### config.mk
export PLATFORM = sky130hd
export DESIGN_NAME = phy_mgmt_master
export DESIGN_NICKNAME = d
export VERILOG_FILES = /design/src/rtl/phy_mgmt_pkg.sv /design/src/rtl/phy_mgmt_regs.sv /design/src/rtl/phy_mgmt_clkgen.sv /design/src/rtl/phy_mgmt_frame.sv /design/src/rtl/phy_mgmt_master.sv
export SDC_FILE = /design/constraint.sdc
export NUM_CORES = 1
export LEC_CHECK = 0
export ABC_AREA = 1
export BUFFER_PORTS_ARGS = -buffer_cell sky130_fd_sc_hd__buf_2
export CORE_ASPECT_RATIO = 1.4
export CORE_MARGIN = 2
export CORE_UTILIZATION = 62
export CTS_BUF_LIST = sky130_fd_sc_hd__clkbuf_4 sky130_fd_sc_hd__clkbuf_8
export DETAILED_ROUTE_END_ITERATION = 7
export HOLD_SLACK_MARGIN = 0.06
export PLACE_DENSITY = 0.77
export RECOVER_POWER = 50
export SLEW_MARGIN = 20
export SYNTH_ARGS = -nofsm -noshare
export SYNTH_HDL_FRONTEND = slang
export SYNTH_SLANG_ARGS = --single-unit
### constraint.sdc
create_clock -name clk -period 5.9 [get_ports clk]
set_input_delay 0.295 -clock clk [delete_from_list [all_inputs] [get_ports clk]]
set_output_delay 0.295 -clock clk [all_outputs]
set_load 0.01 [all_outputs]
### src/rtl/phy_mgmt_pkg.sv
package phy_mgmt_pkg;

    localparam int PHY_W     = 5;
    localparam int REG_W     = 5;
    localparam int DATA_W    = 16;
    localparam int FRAME_LEN = 64;
    localparam int CNT_W     = $clog2(FRAME_LEN);
    localparam int PRE_LEN   = 32;
    // first bit time the master releases the line in a read
    localparam int TURN_FIRST = PRE_LEN + 2 + 2 + PHY_W + REG_W;
    // first bit time of the data field
    localparam int DATA_FIRST = TURN_FIRST + 2;

    typedef enum logic [1:0] {
        SEL_ADDR  = 2'd0,
        SEL_WDATA = 2'd1,
        SEL_CMD   = 2'd2,
        SEL_CFG   = 2'd3
    } mgmt_sel_e;

    typedef enum logic {
        OP_WR = 1'b0,
        OP_RD = 1'b1
    } mgmt_op_e;

endpackage

### src/rtl/phy_mgmt_regs.sv
module phy_mgmt_regs
    import phy_mgmt_pkg::*;
#(
    parameter int DIV_W        = 8,
    parameter int HALF_DEFAULT = 25
) (
    input  logic               clk,
    input  logic               rst_n,
    input  logic               wr_i,
    input  logic [1:0]         sel_i,
    input  logic [DATA_W-1:0]  wdata_i,
    input  logic               busy_i,
    output logic               start_o,
    output mgmt_op_e           start_op_o,
    output logic [PHY_W-1:0]   phy_o,
    output logic [REG_W-1:0]   reg_o,
    output logic [DATA_W-1:0]  data_o,
    output logic [DIV_W-1:0]   half_o,
    output logic               mrst_o
);

    localparam int MRST_BIT = DATA_W - 1;
    localparam int PHY_LSB  = 8;

    typedef struct packed {
        logic [PHY_W-1:0]  phy;
        logic [REG_W-1:0]  regad;
        logic [DATA_W-1:0] data;
        logic              rd_bit;
        logic [DIV_W-1:0]  half;
        logic              mrst;
    } regs_t;

    regs_t    st_d, st_q;
    logic     start_c;
    mgmt_op_e op_c;

    always_comb begin
        st_d    = st_q;
        start_c = 1'b0;
        op_c    = OP_WR;
        if (wr_i) begin
            case (sel_i)
                SEL_ADDR: begin
                    st_d.phy   = wdata_i[PHY_LSB +: PHY_W];
                    st_d.regad = wdata_i[REG_W-1:0];
                end
                SEL_WDATA: begin
                    if (!busy_i && !st_q.mrst) begin
                        st_d.data = wdata_i;
                        start_c   = 1'b1;
                        op_c      = OP_WR;
                    end
                end
                SEL_CMD: begin
                    st_d.rd_bit = wdata_i[0];
                    if (wdata_i[0] && !st_q.rd_bit && !busy_i && !st_q.mrst) begin
                        start_c = 1'b1;
                        op_c    = OP_RD;
                    end
                end
                default: begin
                    st_d.half = wdata_i[DIV_W-1:0];
                    st_d.mrst = wdata_i[MRST_BIT];
                end
            endcase
        end
    end

    always_ff @(posedge clk or negedge rst_n) begin
        if (!rst_n) begin
            st_q        <= '0;
            st_q.half   <= DIV_W'(HALF_DEFAULT);
        end else begin
            st_q <= st_d;
        end
    end

    assign start_o    = start_c;
    assign start_op_o = op_c;
    assign phy_o      = st_q.phy;
    assign reg_o      = st_q.regad;
    assign data_o     = st_d.data;
    assign half_o     = st_q.half;
    assign mrst_o     = st_q.mrst;

    // a launch of a read never happens while the stored read bit is set
    p_no_relaunch_r9: assert property (@(posedge clk) disable iff (!rst_n)
        (start_o && start_op_o == OP_RD) |=> st_q.rd_bit);

endmodule

### src/rtl/phy_mgmt_clkgen.sv
module phy_mgmt_clkgen #(
    parameter int DIV_W = 8
) (
    input  logic             clk,
    input  logic             rst_n,
    input  logic             run_i,
    input  logic [DIV_W-1:0] half_i,
    output logic             mdc_o,
    output logic             rise_o,
    output logic             fall_o
);

    typedef struct packed {
        logic [DIV_W-1:0] cnt;
        logic             mdc;
    } div_t;

    div_t             st_d, st_q;
    logic [DIV_W-1:0] half_eff;
    logic             wrap;

    always_comb begin
        half_eff = (half_i == '0) ? DIV_W'(1) : half_i;
        wrap     = run_i && (st_q.cnt == half_eff - DIV_W'(1));
        st_d     = st_q;
        if (!run_i) begin
            st_d.cnt = '0;
            st_d.mdc = 1'b0;
        end else if (wrap) begin
            st_d.cnt = '0;
            st_d.mdc = ~st_q.mdc;
        end else begin
            st_d.cnt = st_q.cnt + DIV_W'(1);
        end
    end

    always_ff @(posedge clk or negedge rst_n) begin
        if (!rst_n) st_q <= '0;
        else        st_q <= st_d;
    end

    assign mdc_o  = st_q.mdc;
    assign rise_o = wrap && !st_q.mdc;
    assign fall_o = wrap &&  st_q.mdc;

    // the clock never moves while the divider is stopped
    p_still_when_stopped_r6: assert property (@(posedge clk) disable iff (!rst_n)
        !run_i |=> !st_q.mdc);

endmodule

### src/rtl/phy_mgmt_frame.sv
module phy_mgmt_frame
    import phy_mgmt_pkg::*;
(
    input  logic              clk,
    input  logic              rst_n,
    input  logic              start_i,
    input  mgmt_op_e          op_i,
    input  logic [PHY_W-1:0]  phy_i,
    input  logic [REG_W-1:0]  reg_i,
    input  logic [DATA_W-1:0] data_i,
    input  logic              rise_i,
    input  logic              fall_i,
    input  logic              abort_i,
    input  logic              mdio_i,
    output logic              busy_o,
    output logic              mdio_o,
    output logic              mdio_oe_o,
    output logic [DATA_W-1:0] rd_data_o
);

    typedef struct packed {
        logic                 busy;
        mgmt_op_e             op;
        logic [FRAME_LEN-1:0] frame;
        logic [CNT_W-1:0]     bitn;
        logic [DATA_W-1:0]    rdsh;
        logic [DATA_W-1:0]    rdat;
    } frm_t;

    frm_t st_d, st_q;
    logic [FRAME_LEN-1:0] load_c;

    always_comb begin
        load_c = {{PRE_LEN{1'b1}}, 2'b01,
                  (op_i == OP_RD) ? 2'b10 : 2'b01,
                  phy_i, reg_i,
                  (op_i == OP_RD) ? 2'b11 : 2'b10,
                  (op_i == OP_RD) ? {DATA_W{1'b1}} : data_i};
        st_d = st_q;
        if (abort_i) begin
            st_d.busy = 1'b0;
            st_d.bitn = '0;
        end else if (!st_q.busy) begin
            if (start_i) begin
                st_d.busy  = 1'b1;
                st_d.op    = op_i;
                st_d.frame = load_c;
                st_d.bitn  = '0;
                st_d.rdsh  = '0;
            end
        end else begin
            if (rise_i && st_q.op == OP_RD && st_q.bitn >= CNT_W'(DATA_FIRST))
                st_d.rdsh = {st_q.rdsh[DATA_W-2:0], mdio_i};
            if (fall_i) begin
                if (st_q.bitn == CNT_W'(FRAME_LEN - 1)) begin
                    st_d.busy = 1'b0;
                    st_d.bitn = '0;
                    if (st_q.op == OP_RD) st_d.rdat = st_q.rdsh;
                end else begin
                    st_d.bitn  = st_q.bitn + CNT_W'(1);
                    st_d.frame = {st_q.frame[FRAME_LEN-2:0], 1'b1};
                end
            end
        end
    end

    always_ff @(posedge clk or negedge rst_n) begin
        if (!rst_n) st_q <= '0;
        else        st_q <= st_d;
    end

    assign busy_o    = st_q.busy;
    assign mdio_o    = st_q.busy ? st_q.frame[FRAME_LEN-1] : 1'b1;
    assign mdio_oe_o = st_q.busy &&
                       (st_q.op == OP_WR || st_q.bitn < CNT_W'(TURN_FIRST));
    assign rd_data_o = st_q.rdat;

    // returned data only moves at the end of a frame
    p_rdata_hold_r5: assert property (@(posedge clk) disable iff (!rst_n)
        !$fell(st_q.busy) |-> $stable(st_q.rdat));

    // line released whenever the bit counter passes into turnaround of a read
    p_release_turn_r4: assert property (@(posedge clk) disable iff (!rst_n)
        (st_q.busy && st_q.op == OP_RD && $past(st_q.busy) &&
         $past(st_q.bitn) == CNT_W'(TURN_FIRST - 1) && st_q.bitn == CNT_W'(TURN_FIRST))
        |-> !mdio_oe_o && $past(mdio_oe_o));

endmodule

### src/rtl/phy_mgmt_master.sv
module phy_mgmt_master
    import phy_mgmt_pkg::*;
#(
    parameter int DIV_W        = 8,
    parameter int HALF_DEFAULT = 25
) (
    input  logic        clk,
    input  logic        rst_n,
    input  logic        cfg_wr_i,
    input  logic [1:0]  cfg_sel_i,
    input  logic [15:0] cfg_wdata_i,
    output logic        busy_o,
    output logic [15:0] rd_data_o,
    output logic        mdc_o,
    output logic        mdio_o,
    output logic        mdio_oe_o,
    input  logic        mdio_i
);

    logic              start_w;
    mgmt_op_e          op_w;
    logic [PHY_W-1:0]  phy_w;
    logic [REG_W-1:0]  reg_w;
    logic [DATA_W-1:0] data_w;
    logic [DIV_W-1:0]  half_w;
    logic              mrst_w;
    logic              rise_w, fall_w, busy_w, run_w;

    phy_mgmt_regs #(.DIV_W(DIV_W), .HALF_DEFAULT(HALF_DEFAULT)) u_regs (
        .clk        (clk),
        .rst_n      (rst_n),
        .wr_i       (cfg_wr_i),
        .sel_i      (cfg_sel_i),
        .wdata_i    (cfg_wdata_i),
        .busy_i     (busy_w),
        .start_o    (start_w),
        .start_op_o (op_w),
        .phy_o      (phy_w),
        .reg_o      (reg_w),
        .data_o     (data_w),
        .half_o     (half_w),
        .mrst_o     (mrst_w)
    );

    assign run_w = busy_w && !mrst_w;

    phy_mgmt_clkgen #(.DIV_W(DIV_W)) u_clk (
        .clk    (clk),
        .rst_n  (rst_n),
        .run_i  (run_w),
        .half_i (half_w),
        .mdc_o  (mdc_o),
        .rise_o (rise_w),
        .fall_o (fall_w)
    );

    phy_mgmt_frame u_frame (
        .clk       (clk),
        .rst_n     (rst_n),
        .start_i   (start_w),
        .op_i      (op_w),
        .phy_i     (phy_w),
        .reg_i     (reg_w),
        .data_i    (data_w),
        .rise_i    (rise_w),
        .fall_i    (fall_w),
        .abort_i   (mrst_w),
        .mdio_i    (mdio_i),
        .busy_o    (busy_w),
        .mdio_o    (mdio_o),
        .mdio_oe_o (mdio_oe_o),
        .rd_data_o (rd_data_o)
    );

    assign busy_o = busy_w;

    // management clock idles low
    p_idle_mdc_r6: assert property (@(posedge clk) disable iff (!rst_n)
        !busy_o |-> !mdc_o);

    // data output only moves on a falling management clock
    p_mdio_edge_r7: assert property (@(posedge clk) disable iff (!rst_n)
        (busy_o && $past(busy_o) && !($past(mdc_o) && !mdc_o)) |-> $stable(mdio_o));

    // a frame only begins on an accepted register write
    p_busy_start_r2: assert property (@(posedge clk) disable iff (!rst_n)
        $rose(busy_o) |-> $past(cfg_wr_i));

    // management reset held means no frame
    p_mrst_idle_r10: assert property (@(posedge clk) disable iff (!rst_n)
        (mrst_w && $past(mrst_w)) |-> (!busy_o && !mdio_oe_o));

endmodule

# Word-level counts from Yosys, hierarchy flattened
# Cells that the tools add are included.
[classes] add_sub_neg=3 order_cmp=2 eq_ne=9 n_mux=30 n_bitwise=5 reduce_logical=29
[ops] cell="88-bit 2-to-1 mux" count=1
[ops] cell="86-bit 2-to-1 mux" count=1
[ops] cell="70-bit 2-to-1 mux" count=1
[ops] cell="16-bit 2-to-1 mux" count=4
[ops] cell="64-bit 2-to-1 mux" count=1
[ops] cell="26-bit 2-to-1 mux" count=1
[ops] cell="9-bit 2-to-1 mux" count=2
[ops] cell="8-bit 2-to-1 mux" count=2
[ops] cell="1-bit 2-to-1 mux" count=13
[ops] cell="6-bit 2-to-1 mux" count=2
[ops] cell="1-bit logical AND" count=11
[ops] cell="8-bit by 1-bit adder with 8-bit output (second input constant)" count=1
[ops] cell="8-bit == test" count=1
[ops] cell="8-bit zero test" count=1
[ops] cell="2-bit != test (second input constant)" count=4
[ops] cell="2-bit AND reduction" count=4
[ops] cell="8-bit by 1-bit subtractor with 8-bit output (second input constant)" count=1
[ops] cell="6-bit by 1-bit adder with 6-bit output (second input constant)" count=1
[ops] cell="6-bit == test (second input constant)" count=1
[ops] cell="6-bit >= comparator (second input constant)" count=1
[ops] cell="6-bit < comparator (second input constant)" count=1
[ops] cell="3-bit AND reduction" count=2
[ops] cell="1-bit inverter" count=5
[ops] cell="5-bit AND reduction" count=1
[ops] cell="12 further kinds" count=15
[totals] regBits=149 in_bits=22 out_inout_bits=20 word_cells=92

# Logic depth before layout (Yosys ltp)
# Gate-level depths: netlist of the first run.
[depth] depth_word=11 ltp_mapped=18

# By module
# From an unflattened synthesis of the first run, not the netlist that was laid out.
[hier_totals] cells_unflattened=957 area_unflattened_um2=7667.4
[by_module_without_submodules] module="phy_mgmt_frame" n_inst=1 cells_per_inst=679 area_each_um2=5193.7 seq_area_each_um2=2602.5
[by_module_without_submodules] module="phy_mgmt_regs" n_inst=1 cells_per_inst=167 area_each_um2=1645.3 seq_area_each_um2=904.6
[by_module_without_submodules] module="phy_mgmt_clkgen" n_inst=1 cells_per_inst=109 area_each_um2=818.3 seq_area_each_um2=225.2
[by_module_without_submodules] module="phy_mgmt_master" n_inst=1 cells_per_inst=2 area_each_um2=10.0 seq_area_each_um2=0.0

# Worst setup path before layout of the first run
# No wires, ideal clock.
[synth_timing] kind="register to register" start="register u_regs.st_q, in the netlist u_regs.half_o[2]" end="register u_frame.st_q, in the netlist u_frame.rd_data_o[10]" setup_time_ps=116 t_arrival_ps=2246 required_time_ps=5784 setup_slack_ps=3537 path_stages_with_launch=19 period_less_slack_ps=2363 path_cell_list="dfrtp_1 > nor2_2 > nand2_1 > o21ai_1 > inv_1 > ha_1 > inv_1 > nand2_1 > nand3_1 > nand2_1 > a21oi_1 > nand2_1 > nor2_2 > nand4_2 > inv_2 > nand2_4 > buf_6 > nand2_1 > nand2_1"
[synth_between] elab_chain_len=7
[synth_lines] item="start: declaration" line_no="phy_mgmt_regs.sv:34" source="regs_t st_d, st_q;"
[synth_lines] item="start signal: assignment" line_no="phy_mgmt_regs.sv:75" source="st_q <= st_d;"
[synth_lines] item="8-bit zero test" line_no="phy_mgmt_clkgen.sv:23" source="half_eff = (half_i == '0) ? DIV_W'(1) : half_i;"
[synth_lines] item="8-bit 2-to-1 mux (*)" line_no="phy_mgmt_clkgen.sv:23"
[synth_lines] item="8-bit by 1-bit subtractor with 8-bit output (*)" line_no="phy_mgmt_clkgen.sv:24" source="wrap = run_i && (st_q.cnt == half_eff - DIV_W'(1));"
[synth_lines] item="8-bit == test (*)" line_no="phy_mgmt_clkgen.sv:24"
[synth_lines] item="1-bit logical AND (*)" line_no="phy_mgmt_clkgen.sv:24"
[synth_lines] item="1-bit logical AND (*)" line_no="phy_mgmt_clkgen.sv:44" source="assign fall_o = wrap && st_q.mdc;"
[synth_lines] item="5-bit AND reduction (no line) (*)"
[synth_lines] item="end signal: assignment" line_no="phy_mgmt_frame.sv:69" source="else st_q <= st_d;"
[synth_lines] item="end: declaration" line_no="phy_mgmt_frame.sv:30" source="frm_t st_d, st_q;"
# Mark *: on every way between the ends. The rest lies on a longest branch, timed or not.
# A chain may end at the register's enable or synchronous reset.

# Worst setup path in the final report of the first run
[layout_timing] start="register u_regs.st_q, in the netlist u_regs.mrst_o" end="register u_frame.st_q[51] in the netlist's numbering"
[layout_between] elab_chain_len=8 elab_cells_between_ends=22 classes_between="eq/ne: 1; mux: 12; bitwise: 1; reduce/logical: 8"
[layout_lines] item="1-bit zero test" line_no="phy_mgmt_regs.sv:49, phy_mgmt_regs.sv:57, phy_mgmt_master.sv:45"
[layout_lines] item="1-bit logical AND (on tied branches)" line_no="phy_mgmt_regs.sv:49, phy_mgmt_regs.sv:57"
[layout_lines] item="16-bit 2-to-1 mux / 1-bit 2-to-1 mux (equally long branches)" line_no="phy_mgmt_regs.sv:49, phy_mgmt_regs.sv:57"
[layout_lines] item="16-bit 2-to-1 mux / 1-bit 2-to-1 mux (equally long branches)"
[layout_lines] item="26-bit 2-to-1 mux / 1-bit 2-to-1 mux (equally long branches)" line_no="phy_mgmt_regs.sv:42" source="if (wr_i) begin"
[layout_lines] item="16-bit 2-to-1 mux" line_no="phy_mgmt_frame.sv:38" source="(op_i == OP_RD) ? {DATA_W{1'b1}} : data_i};"
[layout_lines] item="88-bit 2-to-1 mux" line_no="phy_mgmt_frame.sv:44" source="if (start_i) begin"
[layout_lines] item="86-bit 2-to-1 mux" line_no="phy_mgmt_frame.sv:43" source="end else if (!st_q.busy) begin"
# Several ways; a longest one is shown, not always the timed one. The select of a mux whose other input is x is not followed.

==> impl_metrics.toml, run 1 <==
[clocking]
numCtsBuffers = 17
ctsLongestPathBuffers = 2
cts-htree-levels = 4
path_clk_slew_ns = 0.08
cts.sinks = 149
cts_tree = "built"
clockRootBuffer = "clkbuf_8"
cts.repair.resized = 0
ctsHoldBuffers = 1
postCtsSetupBuffers = 0
clock_latency_ns = 0.45

[global_route]
grt.met1_usage_pct = 33.4
grt_pass1_wl_mm = 25.9
grt_usage_pct = 25.5
top_usage_layer = "met2"
grt_pass1_vias = 5683
antenna_found_initial = 0
met2_usage_pct = 41.7
grtUsageMet3_pct = 4.33
grt_max_degree = 85
grt_overflow = 0

[timing]
min_period_ns = 3.56
layout_setup_ws_ns = 2.34
drv_slew = 0
relSlewSlack_pct = 29.3
min_period_over_period_pct = 60.4
fin_setup_tns_ns = 0
fin_worst_skew_ns = 0.00769
finalSetupViolations = 0
grt_setup_unrepaired = "false"
fin_hold_ws_ns = 0.112
tightest_slew_ns = 1.06
fmax_ghz = 0.281
finalHoldViolCount = 0

[power]
vdd_ir_drop_max_v = 0.000186
p_comb_share_pct = 17.2
power_density_mw_per_mm2 = 316
swShare_pct = 31.2
cell_internal_pwr_uw = 1690
p_switching_uw = 767
p_leak_uw = 0.00442
clkPwrFrac_pct = 33.1
p_seq_share_pct = 49.7

[final_layout]
multi_input_area_mm2 = 0.00296
nNetsFinal = 973
area_growth_pct = 6.05
drive_gt1_share_pct = 8.67
layout_common_cells = "384 x nand2_1, 145 x dfrtp_1, 109 x nand3_1, 67 x inv_1, 55 x o21ai_0"
n_antenna_cell = 0
final_common_cell = "nand2_1"
final-seq-area_mm2 = 0.00373
fillers = 1020

[floorplanning]
row_count = 47
initial_core_util_pct = 62.7
design.core.area_mm2 = 0.0117
die_w_um = 96.0
pin_count = 42
die_height_um = 133
die_area_mm2 = 0.0127

[logic_synthesis]
synthCells = 943
syn-num-nets = 972
synthFlopType = "dfrtp_1"
synth_top_area_share_pct = 49.8
netlist_area_mm2 = 0.00734
synth_xor_area_share_pct = 0.954
synth_compound_area_share_pct = 6.25
synth-simple-area-share_pct = 31.7
synthAdderAreaFrac_pct = 1.19
yosys_warnings = 0
syn_avg_cell_area_um2 = 7.79
synth_cell_type_count = 35
yosysSeqAreaShare_pct = 50.8
synth-seq-cells = 149
synth_edf_count = 0
async_flop_share_pct = 100
synth.area.mux_share_pct = 0
yosysTopAreaCell = "dfrtp_1"
synth_top_family_by_area = "simple AND/OR/NAND/NOR gates"
netlist_top_cells_area = "dfrtp_1 50%, nand2_1 20%, nand3_1 7.4%"

[status]
status = "completed"

[detailed_routing]
ant_nets = 0
first_pass_iters = 5
drt_wl_total_mm = 14.9
vias = 5875
avgViaCountPerCell = 5.32
remaining_drc_errors = 0
avgRoutedWirePerCell_um = 13.5
first_iter_violations = 451

[critical_path]
critPathMaxStageDelay_ns = 0.68
cp_slowest_cell = "nand3_1"
path_common_cell = "nand2_1"
cp.arrival_ns = 3.95
critPathKind = "reg2reg"
crit_chain = "inv_1 -> nand2_1 -> inv_2 -> nand3_1 -> nand2_1 -> nand2_2 -> o21ai_4 -> buf_4 -> nand3_1 -> nand2_1"
worstSetupStartpointType = "flop"
cp.required_ns = 6.29
cp-end-kind = "flop"
crit_fanout = 64

[place]
pre_cts_ws_ns = 2.37
dp_hpwl_mm = 9.07
portBuffers = 41
routabilityCongestion = 0.860

[hold_path]
hold_class = "in2reg"

[run]
drv_cap = 0
synthesized netlist by cell type (2+ instances only):
cell type and number:
nor3b_1 2, nor2_2 2, a22o_1 10, o21ai_0 55
nand2_1 385, nor2_1 39, nand2_4 3, ha_1 7
nand2_2 5, buf_4 18, buf_6 8, inv_1 67
a21oi_1 4, nand3_1 109, inv_2 4, xor2_1 6
buf_2 18, a31oi_1 2, clkbuf_1 20, or2_2 2
nor3_1 4, o21ai_1 8, nand4_1 5, dfrtp_1 146
dfstp_2 3, xnor2_1 2
final timing paths:
check	startpoint	to	slack (ns)	depth (start not counted)
hold / removal	cfg_wdata_i[9]	u_regs.phy_o[1]	0.11	3
setup reg to reg	u_regs.mrst_o	u_frame.st_q[51]	2.34	10
hold reg to reg	u_frame.rd_data_o[13]	u_frame.rd_data_o[13]	0.47	2
max in group asynchronous	rst_n	u_frame.busy_o	4.06	3
min in group asynchronous	rst_n	u_clk.st_q[7]	0.42	2
setup / recovery	u_regs.mrst_o	u_frame.st_q[51]	2.34	10
worst max-delay path: cells and delay by family (launching register included):
kind	cells	cell delay, ns
AO/OA/AOI/OAI	1	0.29
buffers and inverters	3	0.78
flip-flops	1	0.39
AND/OR/NAND/NOR	6	2.00
stage by stage:
stage | cell area, µm² | utilization (%) | instances | power, µW
after detailed placement | 7390 | 63.2 | 1071 | 1660
after floorplan | 7340 | - | 943 | 1550
after CTS | 7810 | 66.7 | 1104 | 2470
after global routing | 7790 | 66.5 | 1104 | 2590
final | 7790 | 66.5 | 1104 | 2460
after global placement | 7390 | 63.2 | 1071 | 1650
cell families (layout without fill, tap and decap cells):
family,after synthesis,after routing
DFF,149,149
AOI/OAI and AO/OA,82,82
xor gates and xnor gates,8,8
adders and majority gates,7,7
and+or+nand+nor,560,560
buffers and inverters,137,151
per-layer routing:
| metal | vias to the layer above | wire, µm |
|---|---|---|
| met5 | - | 0 |
| met4 | 0 | 353 |
| met3 | 27 | 520 |
| met2 | 120 | 7490 |
| met1 | 2772 | 6520 |
| li1 | 2956 | - |
layout make-up:
type	instances	area share, %
timing repair buffer	47	3.02
sequential	149	47.9
inverter	72	3.47
clock inverter	14	2.06
clock buffer	18	3.18
tap	147	2.36
multi-input combinational	657	38.0
flip-flops by register name, indices dropped and copies added (netlist names):
name and flops:
u_regs.phy_o 5, u_regs.st_q 17, u_regs.half_o 8, u_regs.mrst_o 1
u_clk.st_q 8, u_regs.reg_o 5, u_frame.rd_data_o 16, u_frame.st_q 87
u_frame.busy_o 1, u_clk.mdc_o 1
power by group through the flow:
stage               combinational [µW]  sequential, µW  clock, µW
finish                             424            1220        815
global route                       489            1240        866
CTS                                428            1220        825
detailed placement                 426            1240          0
global placement                   418            1240          0
floorplan                          330            1220          0
(Power assumes the default switching activity.)
==> run 2: changes to the inputs <==
- ABC_AREA: 1 -> 0
- CORE_UTILIZATION: 62 -> 56
- PLACE_DENSITY: 0.77 -> 0.74
- clock period: 5.9 -> 3.07 ns (I/O delays scaled with it)
==> run 2 against run 1 <==
  * The flow now finishes with violations (max-capacitance violations, max-slew violations)
  * Critical path depth down 1
  * Highest routed layer unchanged
  * Via count is 25% lower
  * Routed wire length fell by 19%
==> impl_metrics.toml, run 2 <==
[status]
status = "complete, but fails checks"
violations = "max-capacitance violations, max-slew violations"

[logic_synthesis]
synth_cell_type_count = 48
yosys_warnings = 0
async_flop_share_pct = 100
syn-num-nets = 625
synth-seq-cells = 133
synth_edf_count = 0
synth_top_area_share_pct = 51.9
netlist_area_mm2 = 0.00627
synthTopCellsByCount = "147 x nand2_1, 130 x dfrtp_1, 34 x o211ai_1, 28 x a2bb2oi_1, 28 x o21ai_0"
syn_avg_cell_area_um2 = 10.5
netlist_top_cells_area = "dfrtp_1 52%, nand2_1 8.8%, mux2_2 4.7%"
synthCells = 596
yosysSeqAreaShare_pct = 53.1
synth.most_common_cell = "nand2_1"
synthFlopType = "dfrtp_1"
yosysTopAreaCell = "dfrtp_1"

[final_layout]
n_antenna_cell = 0
top_register = "u_frame.st_q"
design_area_mm2 = 0.00702
instances_no_fill = 783
final_common_cell = "nand2_1"
drive_gt1_share_pct = 17.8
largest_reg_flops = 87
layout_common_cells = "147 x nand2_1, 129 x dfrtp_1, 34 x o211ai_1, 28 x o21ai_0, 28 x a2bb2oi_1"
area_growth_pct = 11.9
fillers = 863
nNetsFinal = 659

[critical_path]
critPathKind = "reg2reg"
cp_top_family = "simple AND/OR/NAND/NOR gates"
r2r-start = "u_regs.half_o[7]"
critPathMaxStageDelay_ns = 0.63
rrSetupSlack_ns = 0.23
crit_chain = "nor4_2 -> a21oi_1 -> ha_1 -> or3_1 -> a31oi_1 -> nand2_1 -> nor4_1 -> nand2_1 -> o21ai_0"
path_buf_inv = 0
cp.required_ns = 3.41
critPathLaunch = "u_regs.half_o[7]"
crit_fanout = 5
worst-path-stages = 9
cp_slowest_cell = "nor4_1"
path_common_cell = "nand2_1"
worstSetupStartpointType = "flop"
crit_path_end = "u_frame.st_q[33]"
cp-end-kind = "flop"
cp.arrival_ns = 3.17
worst_r2r_path_depth = 9
rr_endpoint = "u_frame.st_q[33]"

[clocking]
cts.sinks = 133
clockRootBuffer = "clkbuf_8"
postCtsSetupBuffers = 0
numCtsBuffers = 17
clock_latency_ns = 0.43
ctsLongestPathBuffers = 2
cts-htree-levels = 4
path_clk_slew_ns = 0.07
cts_tree = "built"

[floorplanning]
die_height_um = 129
die_w_um = 93.4
initial_core_util_pct = 57.7
row_count = 45
pin_count = 42
design.core.area_mm2 = 0.0109
die_area_mm2 = 0.0121

[power]
power_density_mw_per_mm2 = 574
p_switching_uw = 1070
clkPwrFrac_pct = 34.3
swShare_pct = 26.6
p_total_uw = 4030
p_seq_share_pct = 52.3
vdd_ir_drop_max_v = 0.000367
p_leak_uw = 0.00308
p_comb_share_pct = 13.3
cell_internal_pwr_uw = 2960

[timing]
finalHoldViolCount = 0
min_period_ns = 2.84
tightest_slew_ns = 2.25
finalSetupViolations = 0
drv_slew = 42
relSlewSlack_pct = -50.0
fin_worst_skew_ns = 0.00958
fin_hold_ws_ns = 0.0971
fmax_ghz = 0.353
min_period_over_period_pct = 92.4
layout_setup_ws_ns = 0.233

[global_route]
top_usage_layer = "met2"
grt_usage_pct = 21.5
met2_usage_pct = 36.6
grt.met1_usage_pct = 26.2
grt_max_degree = 98
antenna_found_initial = 0
grt_pass1_wl_mm = 20.7
grt_pass1_vias = 4523
grt_overflow = 0
grtUsageMet3_pct = 5.00

[place]
dp_hpwl_mm = 7.72
dpl_cell_area_mm2 = 0.00648
pre_cts_ws_ns = 0.190
place_inst = 734
routabilityCongestion = 0.938
portBuffers = 41

[detailed_routing]
vias = 4402
avgViaCountPerCell = 5.62
drt_wl_total_mm = 12.0
ant_nets = 0
first_iter_violations = 274
remaining_drc_errors = 0
first_pass_iters = 4
avgRoutedWirePerCell_um = 15.3

[hold_path]
hold_depth = 3
hold_class = "in2reg"

[run]
drv_cap = 1
[run 2: metal layers]
layer	vias to the layer above	wire [µm]
met4	0	342
met1	2167	5050
li1	2123	-
met3	23	353
met5	-	0
met2	89	6240
[run 2: tightest hold or removal path, stage by stage]
cell	delay [ns]
buf_2	0.13
nand2_1	0.07
mux2_2	0.14
[run 2: worst min path at each step]
stage | start | to | slack (ns)
3_3_place_gp | rst_n | u_frame.rd_data_o[5] | 0.17
4_1_cts | cfg_wr_i | u_regs.st_q[9] | 0.07
6_report | cfg_wr_i | u_regs.st_q[9] | 0.1
5_1_grt | cfg_wr_i | u_regs.st_q[9] | 0.10
2_1_floorplan | rst_n | u_clk.mdc_o | -0.14
3_5_place_dp | rst_n | u_frame.rd_data_o[7] | 0.18
[run 2: per-stage QoR]
stage | TNS, ns | utilization [%]
after CTS | 0 | 64.8
after detailed placement | 0 | 59.7
final | 0 | 64.6
after global routing | -0.0272 | 64.6
after global placement | 0 | 59.7
after floorplan | 0 | -
[run 2: area by class of cell]
cell class	instances	area, µm²	area share [%]
Clock buffer	18	241	3.44
Clock inverter	13	136	1.94
Inverter	7	26.3	0.374
Multi-Input combinational cell	401	2620	37.3
Sequential cell	133	3330	47.5
Tap cell	141	176	2.51
Timing Repair Buffer	70	487	6.94
[run 2: cell families (layout without fill, tap and decap cells)]
logic type,count (synthesis),in the layout,share of synthesized area [%]
AO/OA/AOI/OAI,108,108,12.8
XOR/XNOR,15,15,2.10
adder cells (fa/ha/maj),7,7,1.40
buffers and inverters,62,108,5.35
flip-flops,133,133,53.1
multiplexers,54,54,9.94
AND/OR/NAND/NOR,217,217,15.3
[run 2: power groups by stage]
stage	logic [µW]	clock network, µW	registers, µW
5_1_grt	605	1500	2140
3_3_place_gp	507	0	2120
6_report	537	1380	2110
3_5_place_dp	529	0	2130
2_1_floorplan	392	0	2090
4_1_cts	549	1420	2100
[run 2: timing repair]
item | CTS | global route
gates resized for setup | 0 | 2
setup endpoints to repair | 0 | 33
hold endpoints to repair | 67 | 0
hold buffers | 18 | 0
